### config.mk
export PLATFORM = sky130hd
export DESIGN_NAME = grp_hash_filter
export DESIGN_NICKNAME = d
export VERILOG_FILES = /design/src/rtl/ghf_pkg.sv /design/src/rtl/ghf_byte_seq.sv /design/src/rtl/ghf_crc_acc.sv /design/src/rtl/ghf_tbl_pick.sv /design/src/rtl/grp_hash_filter.sv
export SDC_FILE = /design/constraint.sdc
export NUM_CORES = 1
export LEC_CHECK = 0
export ABC_CLOCK_PERIOD_IN_PS = 7600
export CAP_MARGIN = 30
export CORE_AREA = 2 2 85 87
export CTS_CLUSTER_SIZE = 25
export DETAILED_ROUTE_END_ITERATION = 8
export DIE_AREA = 0 0 87 89
export PLACE_DENSITY = 0.85
export RECOVER_POWER = 100
export SYNTH_ARGS = -nofsm -noshare
export SYNTH_HDL_FRONTEND = slang
export SYNTH_SLANG_ARGS = --single-unit
### constraint.sdc
create_clock -name clk -period 7.6 [get_ports clk]
set_input_delay 1.14 -clock clk [delete_from_list [all_inputs] [get_ports clk]]
set_output_delay 1.14 -clock clk [all_outputs]
set_load 0.02 [all_outputs]
### src/rtl/ghf_pkg.sv
package ghf_pkg;
   typedef enum logic {SEQ_IDLE = 1'b0, SEQ_COLLECT = 1'b1} seq_state_t;

   localparam int unsigned DEF_ADDR_BYTES = 6;
   localparam int unsigned DEF_HASH_W     = 6;
   localparam int unsigned DEF_WORD_W     = 32;
   localparam int unsigned DEF_CRC_W      = 32;
endpackage

### src/rtl/ghf_byte_seq.sv
module ghf_byte_seq
   import ghf_pkg::*;
#(
   parameter int unsigned ADDR_BYTES = DEF_ADDR_BYTES,
   parameter int unsigned BYTE_W     = 8
) (
   input  logic              clk,
   input  logic              rst_n,
   input  logic              addr_valid,
   input  logic              addr_start,
   input  logic [BYTE_W-1:0] addr_byte,
   output logic              take,
   output logic              seed,
   output logic              last,
   output logic              group_now
);
   localparam int unsigned CNT_W = (ADDR_BYTES > 2) ? $clog2(ADDR_BYTES) : 1;
   localparam logic [CNT_W-1:0] LAST_CNT = CNT_W'(ADDR_BYTES - 1);

   seq_state_t       state_q;
   logic [CNT_W-1:0] cnt_q;
   logic             group_q;

   initial assert (ADDR_BYTES >= 2) else $error("ADDR_BYTES must be at least 2");

   assign seed      = addr_valid && addr_start;
   assign take      = addr_valid && (addr_start || state_q == SEQ_COLLECT);
   assign last      = take && !seed && (cnt_q == LAST_CNT);
   assign group_now = seed ? addr_byte[0] : group_q;

   always_ff @(posedge clk) begin
      if (!rst_n) begin
         state_q <= SEQ_IDLE;
         cnt_q   <= '0;
         group_q <= 1'b0;
      end else if (take) begin
         if (seed) begin
            group_q <= addr_byte[0];
            state_q <= SEQ_COLLECT;
            cnt_q   <= CNT_W'(1);
         end else if (last) begin
            state_q <= SEQ_IDLE;
            cnt_q   <= '0;
         end else begin
            cnt_q   <= cnt_q + CNT_W'(1);
         end
      end
   end

   AST_IDLE_COUNT_ZERO: assert property (@(posedge clk) disable iff (!rst_n)
      (state_q == SEQ_IDLE) |-> (cnt_q == '0));
   AST_COUNT_RANGE: assert property (@(posedge clk) disable iff (!rst_n)
      cnt_q <= LAST_CNT);
   AST_LAST_ENDS: assert property (@(posedge clk) disable iff (!rst_n)
      last |=> (state_q == SEQ_IDLE));
endmodule

### src/rtl/ghf_crc_acc.sv
module ghf_crc_acc #(
   parameter int unsigned   CRC_W    = 32,
   parameter int unsigned   BYTE_W   = 8,
   parameter logic [CRC_W-1:0] CRC_POLY = 32'h04C1_1DB7,
   parameter logic [CRC_W-1:0] CRC_INIT = '1
) (
   input  logic              clk,
   input  logic              rst_n,
   input  logic              take,
   input  logic              seed,
   input  logic [BYTE_W-1:0] data,
   output logic [CRC_W-1:0]  crc_next
);
   logic [CRC_W-1:0] crc_q;
   logic [CRC_W-1:0] stage [BYTE_W+1];

   assign stage[0] = seed ? CRC_INIT : crc_q;

   for (genvar b = 0; b < BYTE_W; b++) begin : g_bit
      logic fb;
      assign fb = stage[b][CRC_W-1] ^ data[b];
      assign stage[b+1] = {stage[b][CRC_W-2:0], 1'b0} ^ (fb ? CRC_POLY : '0);
   end

   assign crc_next = stage[BYTE_W];

   always_ff @(posedge clk) begin
      if (!rst_n) crc_q <= CRC_INIT;
      else if (take) crc_q <= crc_next;
   end

   AST_CRC_HOLD: assert property (@(posedge clk) disable iff (!rst_n)
      !take |=> $stable(crc_q));
endmodule

### src/rtl/ghf_tbl_pick.sv
module ghf_tbl_pick #(
   parameter int unsigned HASH_W = 6,
   parameter int unsigned WORD_W = 32
) (
   input  logic [HASH_W-1:0] idx,
   input  logic [WORD_W-1:0] tbl_lo,
   input  logic [WORD_W-1:0] tbl_hi,
   output logic              hit
);
   localparam int unsigned BIT_W   = $clog2(WORD_W);
   localparam int unsigned ENTRIES = 1 << HASH_W;

   initial assert (ENTRIES == 2 * WORD_W) else $error("table must be two words");

   logic [BIT_W-1:0]  bit_sel;
   logic [WORD_W-1:0] word;

   assign bit_sel = idx[BIT_W-1:0];

   if (HASH_W == BIT_W + 1) begin : g_two_words
      assign word = idx[HASH_W-1] ? tbl_hi : tbl_lo;
   end else begin : g_flat
      logic [2*WORD_W-1:0] flat;
      assign flat = {tbl_hi, tbl_lo};
      assign word = flat[WORD_W-1:0];
   end

   assign hit = word[bit_sel];
endmodule

### src/rtl/grp_hash_filter.sv
module grp_hash_filter
   import ghf_pkg::*;
#(
   parameter int unsigned ADDR_BYTES = DEF_ADDR_BYTES,
   parameter int unsigned HASH_W     = DEF_HASH_W,
   parameter int unsigned WORD_W     = DEF_WORD_W,
   parameter int unsigned CRC_W      = DEF_CRC_W,
   parameter logic [CRC_W-1:0] CRC_POLY = 32'h04C1_1DB7,
   parameter logic [CRC_W-1:0] CRC_INIT = '1
) (
   input  logic              clk,
   input  logic              rst_n,
   input  logic              addr_valid,
   input  logic              addr_start,
   input  logic [7:0]        addr_byte,
   input  logic [WORD_W-1:0] tbl_lo,
   input  logic [WORD_W-1:0] tbl_hi,
   input  logic              grp_enable,
   input  logic              accept_all,
   output logic              res_valid,
   output logic [HASH_W-1:0] res_index,
   output logic              res_group,
   output logic              res_accept
);
   localparam int unsigned BYTE_W = 8;

   initial assert (HASH_W <= CRC_W) else $error("HASH_W wider than CRC");

   logic              take, seed, last, group_now, hit;
   logic [CRC_W-1:0]  crc_next;
   logic [HASH_W-1:0] idx_now;

   ghf_byte_seq #(.ADDR_BYTES(ADDR_BYTES), .BYTE_W(BYTE_W)) i_seq (
      .clk(clk), .rst_n(rst_n), .addr_valid(addr_valid), .addr_start(addr_start),
      .addr_byte(addr_byte), .take(take), .seed(seed), .last(last),
      .group_now(group_now));

   ghf_crc_acc #(.CRC_W(CRC_W), .BYTE_W(BYTE_W), .CRC_POLY(CRC_POLY),
                 .CRC_INIT(CRC_INIT)) i_crc (
      .clk(clk), .rst_n(rst_n), .take(take), .seed(seed), .data(addr_byte),
      .crc_next(crc_next));

   assign idx_now = crc_next[CRC_W-1 -: HASH_W];

   ghf_tbl_pick #(.HASH_W(HASH_W), .WORD_W(WORD_W)) i_pick (
      .idx(idx_now), .tbl_lo(tbl_lo), .tbl_hi(tbl_hi), .hit(hit));

   always_ff @(posedge clk) begin
      if (!rst_n) begin
         res_valid  <= 1'b0;
         res_accept <= 1'b0;
         res_index  <= '0;
         res_group  <= 1'b0;
      end else begin
         res_valid  <= last;
         res_accept <= last && group_now && grp_enable && (accept_all || hit);
         if (last) begin
            res_index <= idx_now;
            res_group <= group_now;
         end
      end
   end

   AST_VALID_PULSE: assert property (@(posedge clk) disable iff (!rst_n)
      res_valid |=> !res_valid);
   AST_ACCEPT_QUALIFIED: assert property (@(posedge clk) disable iff (!rst_n)
      res_accept |-> res_valid);
   AST_GROUP_ONLY: assert property (@(posedge clk) disable iff (!rst_n)
      res_accept |-> res_group);
   AST_ENABLE_GATE: assert property (@(posedge clk) disable iff (!rst_n)
      res_accept |-> $past(grp_enable));
   AST_ALL_GROUPS: assert property (@(posedge clk) disable iff (!rst_n)
      (res_valid && res_group && $past(grp_enable) && $past(accept_all)) |-> res_accept);
endmodule

==> qor.csv <==
metric,value,unit
outcome,finished with violations,
violations,"max-capacitance violations, max-slew violations",
ios,87,
clock_skew,0.0109,ns
cts_resized,0,
post-route-period-util,0.760,
clock_latency,0.31,ns
place_area,0.00443,mm^2
grt_pass1_vias,3203,
ys_seq_elements,46,
power_switching,0.000485,W
clockBufferDepth,2,
synth.area.top_cells,"dfxtp_1 (25%), xnor2_1 (14%), nor2_1 (6.8%), nand2_1 (6.3%), xor2_1 (5.1%)",
crit_slowest_cell,xnor2_1,
ant_nets,0,
end_kind,register,
track_usage,0.255,
cp.arrival,5.97,ns
avgSynthCellArea,8.32,um^2
first_iter_violations,202,
synthArstFlopShare,0,
syn_nets,517,
dieArea,0.00774,mm^2
gp_congestion,0.853,
rows,30,
clkSinkCount,46,
rsz0062_at_grt,false,
peakVddDrop,0.204,mV
avgRoutedWirePerCell,16.4,um
antenna_found_initial,0,
r2r_slack,3.11,ns
antennaDiodeCount,0,
num_vias,3293,
nFillCells,549,
hp-class,reg2reg,
port_buffers,86,
htree_levels,2,
ys.warnings.count,0,
grt_pass1_wl,15.6,mm
p_per_area,266,mW/mm^2
max_slew_margin,-0.689,
hold_violations,0,
synth_top_area_frac,0.253,
cts_tree,done,
ys_seq_area_frac,0.253,
crit_path_max_incr_delay,1.89,ns
worstMarginPinSlew,2.52,ns
drive_gt1_frac,0.0477,
worstSetupPathType,in2reg,
dp_hpwl,6.85,mm
die_w,87,um
initial_core_util,0.541,
synth_cell_types,54,
fin_crit,5.78,ns
seqCellArea,921,um^2
netlist_area,0.00364,mm^2
overflow,0,
cts_buffers,5,
max_freq,0.173,GHz
maxSlewViolCount,25,
fin_area,0.00446,mm^2
drt_wl_total,9.55,mm
switching_share,0.408,
multiInputGateArea,0.00244,mm^2
die_y,89,um
combPwrFrac,0.582,
nNetsFinal,582,
setup_tns,0,ns
yosysTopAreaCell,dfxtp_1,
synth_top_flop_cell,dfxtp_1,
area_growth,22.6,%
setup_viol_count_final,0,
drt_pass1_iterations,4,
synth-edff-count,0,
seq_power_share,0.258,
required,7.79,ns
routed_via_density,5.65,
path_max_fanout,24,
path_cells,"dlygate4sd3_1, nand2_1, nand2_1, xnor2_4, xnor2_1, mux4_2, nand3_1, o311ai_0, or4_1, nand3_1, a31oi_1",
syn_inst,437,
grt_max_degree,45,
clk_pin_slew_worst_paths,0.09,ns
clkPwrFrac,0.160,
cts-root-buf,clkbuf_8,
core_area,0.00672,mm^2
critPathLaunchType,input pin,
intPower,0.000703,W
p_leak,1.73,nW
cap_violations,1,
ctsHoldBuffers,0,
cts_setup_buffers,0,
drc_errors,0,
-- through the flow --
| step | util | total power, W | hold slack (ns) | instances | worst slack, ns |
|---|---|---|---|---|---|
| after floorplan | - | 0.000899 | 0.461 | 437 | 4.24 |
| after global placement | 0.659 | 0.000993 | 0.452 | 575 | 2.99 |
| after detailed placement | 0.659 | 0.00101 | 0.457 | 575 | 2.86 |
| after CTS | 0.675 | 0.00120 | 0.469 | 583 | 3.18 |
| after global routing | 0.664 | 0.00126 | 0.502 | 583 | 1.50 |
| final | 0.664 | 0.00119 | 0.464 | 583 | 1.82 |
-- area by class of cell --
type | count | area share
Clock buffer | 5 | 0.0154
Clock inverter | 3 | 0.00982
Inverter | 3 | 0.00252
Multi-Input combinational cell | 357 | 0.547
Sequential cell | 46 | 0.206
Tap cell | 80 | 0.0224
Timing Repair Buffer | 89 | 0.196
-- cell families (layout without fill, tap and decap cells) --
group,after synthesis,count (layout),synth area share
AND/OR/NAND/NOR,160,160,0.188
XOR/XNOR,93,93,0.263
AO/OA/AOI/OAI,78,78,0.138
flip-flops,46,46,0.253
buffers and inverters,34,100,0.0568
multiplexers,24,24,0.0949
adder cells (fa/ha/maj),2,2,0.00688
-- power by group through the flow --
stage	Clock, W	Combinational, W	Sequential (W)
CTS	0.000191	0.000701	0.000306
floorplan	0	0.000605	0.000295
finish	0.000190	0.000691	0.000307
global route	0.000201	0.000746	0.000310
detailed placement	0	0.000696	0.000311
global placement	0	0.000683	0.000310
-- sequential cells by signal, summed over array words and instances (netlist names) --
signal,count
res_accept,1
res_group,1
i_seq.cnt_q,3
i_seq.state_q,1
res_valid,1
res_index,6
i_crc.crc_q,32
i_seq.group_q,1
-- cells in the final DEF, fill, tap and decap left out, types with 3 or more instances in the layout --
| cell type | count |
|---|---|
| and2_1 | 6 |
| mux4_1 | 4 |
| nand2_1 | 61 |
| clkdlybuf4s50_1 | 76 |
| a22o_1 | 3 |
| o22ai_1 | 9 |
| xnor2_1 | 65 |
| xor2_1 | 22 |
| clkbuf_8 | 5 |
| dlygate4sd3_1 | 10 |
| a31oi_1 | 3 |
| o211ai_1 | 7 |
| o21ai_0 | 26 |
| a21oi_1 | 12 |
| nor2_1 | 66 |
| nand3_1 | 10 |
| mux4_2 | 3 |
| inv_1 | 3 |
| a22oi_1 | 3 |
| dfxtp_1 | 46 |
| mux2i_1 | 15 |
-- Yosys cell counts, types with 3 or more instances --
master / count
a21oi_1: 12
a22o_1: 3
a22oi_1: 3
a31oi_1: 3
and2_1: 7
buf_2: 5
clkbuf_1: 18
dfxtp_1: 46
inv_1: 3
mux2i_1: 15
mux4_1: 4
mux4_2: 3
nand2_1: 61
nand3_1: 10
nor2_1: 66
o211ai_1: 7
o21ai_0: 26
o22ai_1: 9
xnor2_1: 60
xnor2_2: 4
xnor2_4: 4
xor2_1: 21
xor2_2: 3
-- critical path, delay by kind of cell --
| family | cells | cell delay, ns |
|---|---|---|
| xor+xnor | 2 | 2.12 |
| simple gates | 5 | 1.42 |
| buf+inv | 1 | 0.59 |
| compound gates | 2 | 0.21 |
| mux | 1 | 0.46 |
-- final timing paths --
check,depth (start not counted),to,startpoint
setup / recovery,11,res_accept,addr_valid
hold / removal,2,res_index[0],res_index[0]
setup reg to reg,10,res_accept,i_crc.crc_q[27]
hold reg to reg,2,res_index[0],res_index[0]
-- routing by layer --
metal,part of all wire,wire length (um),track usage
met1,0.43,4150,0.331
met2,0.49,4630,0.430
met3,0.070,667,0.0582
met4,0.0097,93,0.0639
met5,0,0,0
Note: power is estimated with default switching activity, not from simulation.
